**src/rtl/prescale_pkg.sv**
```systemverilog
package prescale_pkg;
  typedef struct packed {
    logic advance;
    logic clearPost;
    logic tick;
  } prescaleStrobes_t;
endpackage

```
**src/rtl/prescale_rollover.sv**
```systemverilog
module prescale_rollover #(
  parameter int MODULUS = 60
) (
  input  logic clk,
  input  logic rstN,
  input  logic step,
  output logic wrap,
  output logic upperHalf
);
  localparam int CW = (MODULUS > 1) ? $clog2(MODULUS) : 1;
  localparam logic [CW-1:0] LAST = CW'(MODULUS - 1);
  localparam logic [CW-1:0] HALF = CW'(MODULUS / 2);

  logic [CW-1:0] count;

  assign wrap = step && (count == LAST);
  assign upperHalf = (count >= HALF);

  always_ff @(posedge clk or negedge rstN) begin
    if (!rstN) count <= '0;
    else if (wrap) count <= '0;
    else if (step) count <= count + 1'b1;
  end

  // shared by R6 (seconds) and R7 (minutes)
  assert_count_range_R6: assert property (@(posedge clk) disable iff (!rstN)
    count <= LAST);
  assert_count_step_R7: assert property (@(posedge clk) disable iff (!rstN)
    !$past(step) |-> $stable(count));
endmodule

```
**src/rtl/prescale_ctrl.sv**
```systemverilog
module prescale_ctrl
  import prescale_pkg::*;
(
  input  logic             tbStrobe,
  input  logic             postClear,
  input  logic             preRise,
  output prescaleStrobes_t strb
);
  always_comb begin
    strb.advance   = tbStrobe;
    strb.clearPost = postClear;
    strb.tick      = tbStrobe && !postClear && preRise;
  end
endmodule

```
**src/rtl/prescale_datapath.sv**
```systemverilog
module prescale_datapath
  import prescale_pkg::*;
#(
  parameter int DIV_STAGES   = 15,
  parameter int POST_STAGES  = 5,
  parameter int FAST_TAP     = 4,
  parameter int SEC_PER_MIN  = 60,
  parameter int MIN_PER_HOUR = 60
) (
  input  logic             clk,
  input  logic             rstN,
  input  prescaleStrobes_t strb,
  output logic             preRise,
  output logic [3:0]       refWord,
  output logic             secTick
);
  localparam int TOP = DIV_STAGES - 1;
  localparam int LOW_STAGES = DIV_STAGES - POST_STAGES;

  logic [TOP:0] stages;
  logic [DIV_STAGES:0] carry;
  logic secWrap, secHalf, minWrap, minHalf;

  assign carry[0] = strb.advance;

  for (genvar i = 0; i < DIV_STAGES; i++) begin : g_stage
    assign carry[i+1] = carry[i] && stages[i];
    if (i >= LOW_STAGES) begin : g_post
      always_ff @(posedge clk or negedge rstN) begin
        if (!rstN) stages[i] <= 1'b0;
        else if (strb.clearPost) stages[i] <= 1'b0;
        else if (carry[i]) stages[i] <= ~stages[i];
      end
    end else begin : g_pre
      always_ff @(posedge clk or negedge rstN) begin
        if (!rstN) stages[i] <= 1'b0;
        else if (carry[i]) stages[i] <= ~stages[i];
      end
    end
  end

  assign preRise = !stages[TOP] && (&stages[TOP-1:0]);

  always_ff @(posedge clk or negedge rstN) begin
    if (!rstN) secTick <= 1'b0;
    else secTick <= strb.tick;
  end

  prescale_rollover #(.MODULUS(SEC_PER_MIN)) i_secCount (
    .clk(clk), .rstN(rstN), .step(strb.tick), .wrap(secWrap), .upperHalf(secHalf));

  prescale_rollover #(.MODULUS(MIN_PER_HOUR)) i_minCount (
    .clk(clk), .rstN(rstN), .step(secWrap), .wrap(minWrap), .upperHalf(minHalf));

  assign refWord = {minHalf, secHalf, stages[TOP], stages[FAST_TAP]};

  assert_tick_on_rise_R5: assert property (@(posedge clk) disable iff (!rstN)
    secTick |-> (stages[TOP] && !$past(stages[TOP])));
  assert_hold_idle_R2: assert property (@(posedge clk) disable iff (!rstN)
    (!$past(strb.advance) && !$past(strb.clearPost)) |-> ($stable(stages) && !secTick));
  assert_post_zero_R8: assert property (@(posedge clk) disable iff (!rstN)
    $past(strb.clearPost) |-> (stages[TOP:LOW_STAGES] == '0));
  assert_low_kept_R8: assert property (@(posedge clk) disable iff (!rstN)
    $past(strb.clearPost && !strb.advance) |-> $stable(stages[LOW_STAGES-1:0]));
  assert_no_clear_tick_R8: assert property (@(posedge clk) disable iff (!rstN)
    $past(strb.clearPost) |-> !secTick);
  assert_wrap_order_R7: assert property (@(posedge clk) disable iff (!rstN)
    minWrap |-> secWrap);
endmodule

```
**src/rtl/prescale_ref.sv**
```systemverilog
module prescale_ref
  import prescale_pkg::*;
#(
  parameter int DIV_STAGES   = 15,
  parameter int POST_STAGES  = 5,
  parameter int FAST_TAP     = 4,
  parameter int SEC_PER_MIN  = 60,
  parameter int MIN_PER_HOUR = 60
) (
  input  logic       clk,
  input  logic       rstN,
  input  logic       tbStrobe,
  input  logic       postClear,
  output logic [3:0] refWord,
  output logic       secTick
);
  prescaleStrobes_t strb;
  logic preRise;

  prescale_ctrl i_ctrl (
    .tbStrobe(tbStrobe), .postClear(postClear), .preRise(preRise), .strb(strb));

  prescale_datapath #(
    .DIV_STAGES(DIV_STAGES), .POST_STAGES(POST_STAGES), .FAST_TAP(FAST_TAP),
    .SEC_PER_MIN(SEC_PER_MIN), .MIN_PER_HOUR(MIN_PER_HOUR)
  ) i_datapath (
    .clk(clk), .rstN(rstN), .strb(strb), .preRise(preRise),
    .refWord(refWord), .secTick(secTick));
endmodule

```
**config.mk**
```make
export PLATFORM = sky130hd
export DESIGN_NAME = prescale_ref
export DESIGN_NICKNAME = d
export VERILOG_FILES = /design/src/rtl/prescale_pkg.sv /design/src/rtl/prescale_rollover.sv /design/src/rtl/prescale_ctrl.sv /design/src/rtl/prescale_datapath.sv /design/src/rtl/prescale_ref.sv
export SDC_FILE = /design/constraint.sdc
export NUM_CORES = 1
export LEC_CHECK = 0
export BUFFER_PORTS_ARGS = -buffer_cell sky130_fd_sc_hd__buf_2
export CAP_MARGIN = 20
export CORE_MARGIN = 1.5
export CORE_UTILIZATION = 36
export CTS_CLUSTER_DIAMETER = 50
export DETAILED_ROUTE_END_ITERATION = 8
export GPL_ROUTABILITY_DRIVEN = 0
export SLEW_MARGIN = 20
export SYNTH_ARGS = -nofsm -noshare
export SYNTH_HDL_FRONTEND = slang
export SYNTH_SLANG_ARGS = --single-unit
```
**constraint.sdc**
```tcl
create_clock -name clk -period 1.95 [get_ports clk]
set_input_delay 0.39 -clock clk [delete_from_list [all_inputs] [get_ports clk]]
set_output_delay 0.39 -clock clk [all_outputs]
set_load 0.005 [all_outputs]
```
# After elaboration in Yosys (flattened, before gate mapping)

Index checks and enable logic that the tools add are counted.

Register bits after elaboration: 28
Input port bits: 4
Output and inout port bits: 5
Word-level logic and storage cells: 82

Bitwise gates (word level): 15
Add/subtract/negate cells: 2
Order comparisons: 2
Multiplexer cells: 14
Eq/ne operators: 2
Reductions and logical operators: 29

Operator list:

| cell                                                                                | count |
|---|---|
| 6-bit 2-to-1 mux                                                                    | 4 |
| 1-bit logical AND                                                                   | 19 |
| 1-bit inverter                                                                      | 15 |
| 14-bit AND reduction                                                                | 1 |
| 2-bit nonzero test                                                                  | 7 |
| 6-bit by 1-bit adder with 6-bit output, second input constant                       | 2 |
| 6-bit equality test, second input constant                                          | 2 |
| 6-bit by 5-bit greater-or-equal comparator with 1-bit output, second input constant | 2 |
| 1-bit 2-to-1 mux                                                                    | 10 |
| 1-bit zero test                                                                     | 2 |

# Longest topological paths before layout

Gate-level depths: netlist of run 1.

Word-level depth: 16
Depth in mapped cells: 6
Depth with buffers taken out: 5

# Cells and area by module

A second synthesis of run 1 with hierarchy kept.

Cells, all modules: 157
Area, all modules: 1574.0 µm²

By module, submodules not included:

| module            | instances | cells an instance | area an instance (µm²) | seq. area each (µm²) |
|---|---|---|---|---|
| prescale_datapath | 1         | 80                | 842.1                  | 400.4 |
| prescale_rollover | 2         | 37                | 354.1                  | 150.1 |
| prescale_ctrl     | 1         | 3                 | 23.8                   | 0.0 |

# Worst setup path before layout of run 1

Ideal clock, no wire load.

Path kind: register to register
Start: register i_datapath.stages[0]
End: register i_datapath.i_minCount.count[0]
Arrival: 1.718 ns
Path buffers: 2
Clock period less this slack: 1.843 ns
Cell stages (with the launch flop): 7
Data required time: 1.825 ns
Slack: 0.107 ns
Setup time: 0.125 ns
Cell sequence: dfrtp_1 and4_1 buf_6 nand2_4 or4_1 buf_2 mux2_4

Word-level cells in the longest chain between the ends: 6
Elaborated cells between the ends (all ways): 7
Classes of those cells: mux: 1; reduce/logical: 6

Ends and longest elaborated chain:

| what                                                   | line                    | RTL |
|---|---|---|
| start, declared                                        | prescale_datapath.sv:20 | `logic [TOP:0] stages;` |
| start signal, assigned by index                        | prescale_datapath.sv:37 | `else if (carry[i]) stages[i] <= ~stages[i];` |
| 14-bit AND reduction (*)                               | prescale_datapath.sv:42 | `assign preRise = !stages[TOP] && (&stages[TOP-1:0]);` |
| 1-bit logical AND (*)                                  | prescale_datapath.sv:42 |  |
| 1-bit logical AND (*)                                  | prescale_ctrl.sv:12     | `strb.tick = tbStrobe && !postClear && preRise;` |
| 1-bit logical AND (*)                                  | prescale_rollover.sv:16 | `assign wrap = step && (count == LAST);` |
| 1-bit logical AND                                      | prescale_rollover.sv:16 |  |
| 6-bit 2-to-1 mux or 2-bit nonzero test (tied branches) | n/a                     |  |
| end signal, assigned                                   | prescale_rollover.sv:22 | `else if (step) count <= count + 1'b1;` |
| end, declared                                          | prescale_rollover.sv:14 | `logic [CW-1:0] count;` |

Mark *: on every way between the ends. The rest lies on a longest branch, timed or not.
A chain may end at the register's enable or synchronous reset.

# Worst setup path in the final report of run 1

Start: register i_datapath.stages[1]
End: register i_datapath.i_minCount.count[0]

The elaborated chain is that of the path after synthesis.

==> impl_metrics.json, run 1 <==
{
  "outcome": "finished clean",
  "synth_seq_area_share_pct": 46.40,
  "netlist.area_leader.share_pct": 46.40,
  "fmax_mhz": 541.6,
  "period_share_pct": 94.69,
  "skew_ns": 0.006971,
  "syn_inst": 145,
  "synth_cell_types": 39,
  "die-area_um2": 4593,
  "ir_worst_vdd_v": 0.0003762,
  "worstSetupPathType": "flip-flop to flip-flop",
  "fill_cells": 404,
  "clk_pin_slew_ns": 0.10,
  "ios": 9,
  "grt-busiest-layer": "met2",
  "cp.required_ns": 2.12,
  "synth-seq-cells": 28,
  "grt.overflow.total": 0,
  "tightest_slew_ns": 0.6295,
  "cts_buffers": 3,
  "placementRows": 23,
  "antenna_found_initial": 0,
  "drv_cap": 0,
  "synth_commonest_cells": "28 x dfrtp_1, 12 x o31ai_1, 10 x nand2_1, 7 x inv_1, 7 x xnor2_1",
  "clk_latency_ns": 0.28,
  "cts_root_buf": "clkbuf_8",
  "die_x_um": 67.77,
  "antenna_cells": 0,
  "syn_avg_cell_area_um2": 10.42,
  "routed_wl_mm": 2.659,
  "grt_pass1_wl_mm": 4.919,
  "grt_start_max_net_pins": 29,
  "preCtsSetupSlack_ns": 0.03290,
  "synth_area_leaders": "dfrtp_1 46%, o31ai_1 6.0%, xnor2_1 4.1%, ha_1 3.3%, nand2_1 2.5%",
  "synth_edf_count": 0,
  "layout.area.seq_um2": 700.7,
  "worst_setup_path_end_kind": "flip-flop",
  "power_leakage_nw": 0.7843,
  "netlist_area_um2": 1510,
  "yosysTopAreaCell": "dfrtp_1",
  "clk_path_buf_depth": 2,
  "synthArstFlopShare_pct": 100.0,
  "met2_usage_pct": 24.02,
  "clock-sinks": 28,
  "power.total_mw": 1.385,
  "critPathMaxFanout": 5,
  "num_vias": 1123,
  "hold_class": "primary input to asynchronous set/reset pin",
  "yosysWarnings": 0,
  "drc_errors": 0,
  "nets": 171,
  "hold_buffers": 0,
  "arrival_ns": 2.02,
  "io_buffers": 8,
  "grt.met1_usage_pct": 17.05,
  "routedWlPerCell_um": 12.54,
  "areaGrowthSynthToFinish_pct": 14.42,
  "vias_per_cell": 5.297,
  "maxSlewViolCount": 0,
  "syn_nets": 153,
  "min_period_ns": 1.846,
  "drtIter0Drc": 40,
  "grtUsageTotal_pct": 14.20,
  "grt_use_met3_pct": 2.167,
  "start_util_pct": 37.48,
  "multi_input_area_um2": 729.5,
  "layout-drive-gt1-share_pct": 24.07,
  "place_hpwl_mm": 1.968,
  "rsz0062_at_grt": "no",
  "synth_ff_type": "dfrtp_1",
  "finalSetupTns_ns": 0,
  "slew_headroom_pct": 58.04,
  "hold_viol": 0,
  "first_global_vias": 1140,
  "synth.most_common_cell": "dfrtp_1",
  "rr_startpoint": "i_datapath.stages[1]",
  "layout_setup_ws_ns": 0.1036,
  "h-tree-depth": 1,
  "crit_path_start_kind": "flip-flop",
  "die_h_um": 67.77,
  "firstDrtPassIters": 4,
  "setup_viol": 0,
  "tritoncts": "built",
  "core-area_um2": 4029,
  "startpoint": "i_datapath.stages[1]",
  "power_density_nw_per_um2": 801.8,
  "ant_nets": 0
}
[worst max-delay path: stages, from the launching register on]
cell	delay [ns]
dfrtp_1	0.40
and4_1	0.27
nand2_4	0.05
or4_1	0.67
mux2_4	0.34
[area by class of cell]
| class | count | area share, % |
|---|---|---|
| multi-input combinational | 102 | 42.22 |
| sequential | 28 | 40.55 |
| timing repair buffer | 21 | 7.965 |
| tap | 50 | 3.621 |
| clock buffer | 3 | 2.390 |
| clock inverter | 1 | 1.738 |
| inverter | 7 | 1.521 |
[registers in the layout (all words and copies together) (netlist names)]
register	flops
i_datapath.stages	13
i_datapath.i_minCount.count	6
i_datapath.i_secCount.count	6
i_datapath.refWord	2
i_datapath.secTick	1
[cells in the final DEF (no fill, tap or decap), types with 2 or more instances in the layout]
cell	Yosys	final
nor2_1	6	6
a21oi_1	4	4
or4_1	2	2
nand3_1	5	5
dfrtp_1	28	28
o41ai_1	2	2
and4_2	2	2
o21bai_1	3	3
xnor2_1	7	7
mux2_2	3	3
nor2b_1	2	2
ha_1	4	4
buf_4	4	13
o31ai_1	12	12
nand2_1	10	10
clkbuf_8	0	3
and4_1	2	2
mux2_4	2	2
o21ai_0	6	6
nor3_1	3	3
nand4_1	5	5
o211ai_1	2	2
buf_2	1	8
nand3b_1	2	2
and3_1	2	2
inv_1	7	7
or3_1	2	2
xor2_1	4	4
[cell families after synthesis]
kind of cell,count (synthesis),synth area share [%]
adders and majority gates,4,3.314
muxes,5,4.225
buffers and inverters,15,5.303
and+or+nand+nor,49,18.89
AOI/OAI and AO/OA,33,15.49
xor gates and xnor gates,11,6.379
DFF,28,46.40
[worst paths after layout]
check                      slack [ns]  cells after the start                        endpoint
setup / recovery                 0.10                      4  i_datapath.i_minCount.count[0]
hold / removal                   0.12                      1            i_datapath.stages[1]
setup reg to reg                 0.10                      4  i_datapath.i_minCount.count[0]
hold reg to reg                  0.48                      1            i_datapath.stages[8]
max in group asynchronous        1.42                      1  i_datapath.i_secCount.count[0]
min in group clk                 0.34                      2           i_datapath.stages[10]
[report_power, final]
group	switching [mW]	internal (mW)	total [mW]	leakage [nW]
Clock	0.180	0.275	0.455	0.0357
Combinational	0.107	0.120	0.227	0.369
Sequential	0.0552	0.648	0.703	0.379
[timing repair]
action / in CTS / in global routing
buffers inserted: 0 / 4
resized for setup: 0 / 0
setup endpoints to repair: 0 / 1
[through the flow]
step / util [%] / instances / area (µm²) / hold WS (ns)
finish: 42.89 / 212 / 1728 / 0.1170
global route: 42.89 / 212 / 1728 / 0.1592
CTS: 42.14 / 208 / 1698 / 0.1431
detailed placement: 40.37 / 204 / 1627 / 0.4506
global placement: 40.37 / 204 / 1627 / 0.4426
floorplan: - / 145 / 1510 / 0.09441
[metal layers]
layer	vias to the layer above	wire, µm
met1	550	1257
met5	-	0
met4	0	57
li1	561	-
met2	8	1297
met3	4	48
No activity file was read; power rests on OpenSTA's default activity.
==> run 2, diff against run 1 <==
--- a/config.mk
+++ b/config.mk
@@ -7,11 +7,14 @@
 export LEC_CHECK = 0
 export BUFFER_PORTS_ARGS = -buffer_cell sky130_fd_sc_hd__buf_2
 export CAP_MARGIN = 20
+export CELL_PAD_IN_SITES_DETAIL_PLACEMENT = 1
+export CELL_PAD_IN_SITES_GLOBAL_PLACEMENT = 1
 export CORE_MARGIN = 1.5
-export CORE_UTILIZATION = 36
+export CORE_UTILIZATION = 42
 export CTS_CLUSTER_DIAMETER = 50
 export DETAILED_ROUTE_END_ITERATION = 8
 export GPL_ROUTABILITY_DRIVEN = 0
+export PLACE_DENSITY_LB_ADDON = 0.1
 export SLEW_MARGIN = 20
 export SYNTH_ARGS = -nofsm -noshare
 export SYNTH_HDL_FRONTEND = slang
==> run 2 against run 1 <==
Compared with the run above: worst hold slack got worse by 0.051 ns; critical path depth rose by 1; combinational power is 4% higher; fmax rose by 3.0%; largest cell class unchanged.
==> impl_metrics.json, run 2 (same netlist as run 1, synthesis figures left out) <==
{
  "grt_pass1_wl_mm": 5.437,
  "vias_per_cell": 5.522,
  "hold_viol": 0,
  "fmax_mhz": 558.0,
  "hold_buffers": 0,
  "routed_wl_mm": 3.010,
  "crit_path_start_kind": "flip-flop",
  "worst_setup_path_end_kind": "flip-flop",
  "drc_errors": 0,
  "layout_commonest_cell": "dfrtp_1",
  "min_period_ns": 1.792,
  "setup_viol": 0,
  "grt.met1_usage_pct": 21.57,
  "largest_reg_flops": 13,
  "p_switching_mw": 0.3247,
  "tritoncts": "built",
  "grt-busiest-layer": "met2",
  "grt_use_met3_pct": 2.703,
  "num_vias": 1132,
  "layout-drive-gt1-share_pct": 23.27,
  "power_density_nw_per_um2": 701.5,
  "antenna_found_initial": 0,
  "clk_pin_slew_ns": 0.14,
  "reg_top3": "i_datapath.stages (13), i_datapath.i_minCount.count (6), i_datapath.i_secCount.count (6)",
  "top_register": "i_datapath.stages",
  "finalSetupTns_ns": 0,
  "dp.cells": 202,
  "clock-sinks": 28,
  "pwr-share-clk_pct": 19.7,
  "place_hpwl_mm": 2.306,
  "areaGrowthSynthToFinish_pct": 10.11,
  "ant_nets": 0,
  "postLayoutCellArea_um2": 1663,
  "first_global_vias": 1219,
  "period_share_pct": 91.90,
  "skew_ns": 0.005451,
  "cts_root_buf": "clkbuf_4",
  "switching_share_pct": 27.83,
  "drv_cap": 0,
  "grt.overflow.total": 0,
  "worstSetupPathType": "flip-flop to flip-flop",
  "start_util_pct": 44.56,
  "power.share.combinational_pct": 20.2,
  "hold_ws_ns": 0.06641,
  "nets": 169,
  "power_frac_seq_pct": 60.0,
  "place_area_um2": 1637,
  "maxSlewViolCount": 0,
  "cts_buffers": 3,
  "io_buffers": 8,
  "ir_worst_vdd_v": 0.0004819,
  "rsz0062_at_grt": "no",
  "final_cell_mix": "28 x dfrtp_1, 12 x o31ai_1, 11 x buf_4, 10 x nand2_1, 8 x buf_2",
  "grt_start_max_net_pins": 29,
  "grtUsageTotal_pct": 17.15,
  "final_core_util_pct": 49.06,
  "cp.required_ns": 2.17,
  "placementRows": 21,
  "tightest_slew_ns": 0.6314,
  "clk_latency_ns": 0.32,
  "critPathMaxFanout": 8,
  "ios": 9,
  "outcome": "finished clean",
  "antenna_cells": 0,
  "intPower_mw": 0.8418,
  "die_x_um": 62.97,
  "power_leakage_nw": 0.7519,
  "drtIter0Drc": 50,
  "hold_class": "primary input to asynchronous set/reset pin",
  "die-area_um2": 3965,
  "slew_headroom_pct": 57.91,
  "firstDrtPassIters": 4,
  "clk_path_buf_depth": 2,
  "met2_usage_pct": 29.79,
  "die_h_um": 62.97,
  "routedWlPerCell_um": 14.68,
  "h-tree-depth": 1,
  "core-area_um2": 3390,
  "arrival_ns": 2.01,
  "final_cell_count_no_fill": 205
}
-- run 2: final timing paths --
path	startpoint	slack, ns	cells after the start	endpoint
min reg2reg	i_datapath.stages[8]	0.50	1	i_datapath.stages[8]
min	rstN	0.07	1	i_datapath.i_secCount.count[4]
max in group asynchronous	rstN	1.47	1	i_datapath.stages[8]
max	i_datapath.stages[2]	0.16	5	i_datapath.stages[12]
max reg2reg	i_datapath.stages[2]	0.16	5	i_datapath.stages[12]
min in group clk	tbStrobe	0.37	3	i_datapath.stages[0]
-- run 2: critical path, cell delays in order (launching register included) --
cell and delay (ns):
dfrtp_1 0.40, and4_1 0.26, buf_4 0.15, nand4_1 0.27, nor3_1 0.25, mux2_2 0.36
-- run 2: metrics by stage --
stage,power [mW],setup slack [ns]
finish,1.166,0.1580
global route,1.253,0.003007
CTS,1.198,0.06129
detailed placement,0.9540,-0.007088
global placement,0.9408,0.02787
floorplan,0.8566,0.1068
-- run 2: what timing repair did --
action | 4_1_cts | 5_1_grt
gates resized for setup | 0 | 2
setup buffers | 0 | 0
setup endpoints to repair | 0 | 2
-- run 2: per-layer routing --
layer	vias to the layer above	routed length [µm]
met5	-	0
met1	564	1401
met4	0	21
met2	9	1530
li1	557	-
met3	2	56
-- run 2: layout make-up --
| class | count | area, µm² |
|---|---|---|
| timing repair buffer | 19 | 122.6 |
| fill | 381 | 1727 |
| multi-input combinational | 102 | 733.2 |
| inverter | 7 | 26.28 |
| tap | 46 | 57.56 |
| sequential | 28 | 700.7 |
| clock buffer | 3 | 22.52 |
-- run 2: power groups by stage --
| stage | clock, mW | sequential [mW] | combinational [mW] |
|---|---|---|---|
| floorplan | 0 | 0.719 | 0.137 |
| global placement | 0 | 0.710 | 0.231 |
| detailed placement | 0 | 0.714 | 0.240 |
| CTS | 0.253 | 0.702 | 0.243 |
| global route | 0.276 | 0.716 | 0.261 |
| finish | 0.230 | 0.700 | 0.236 |
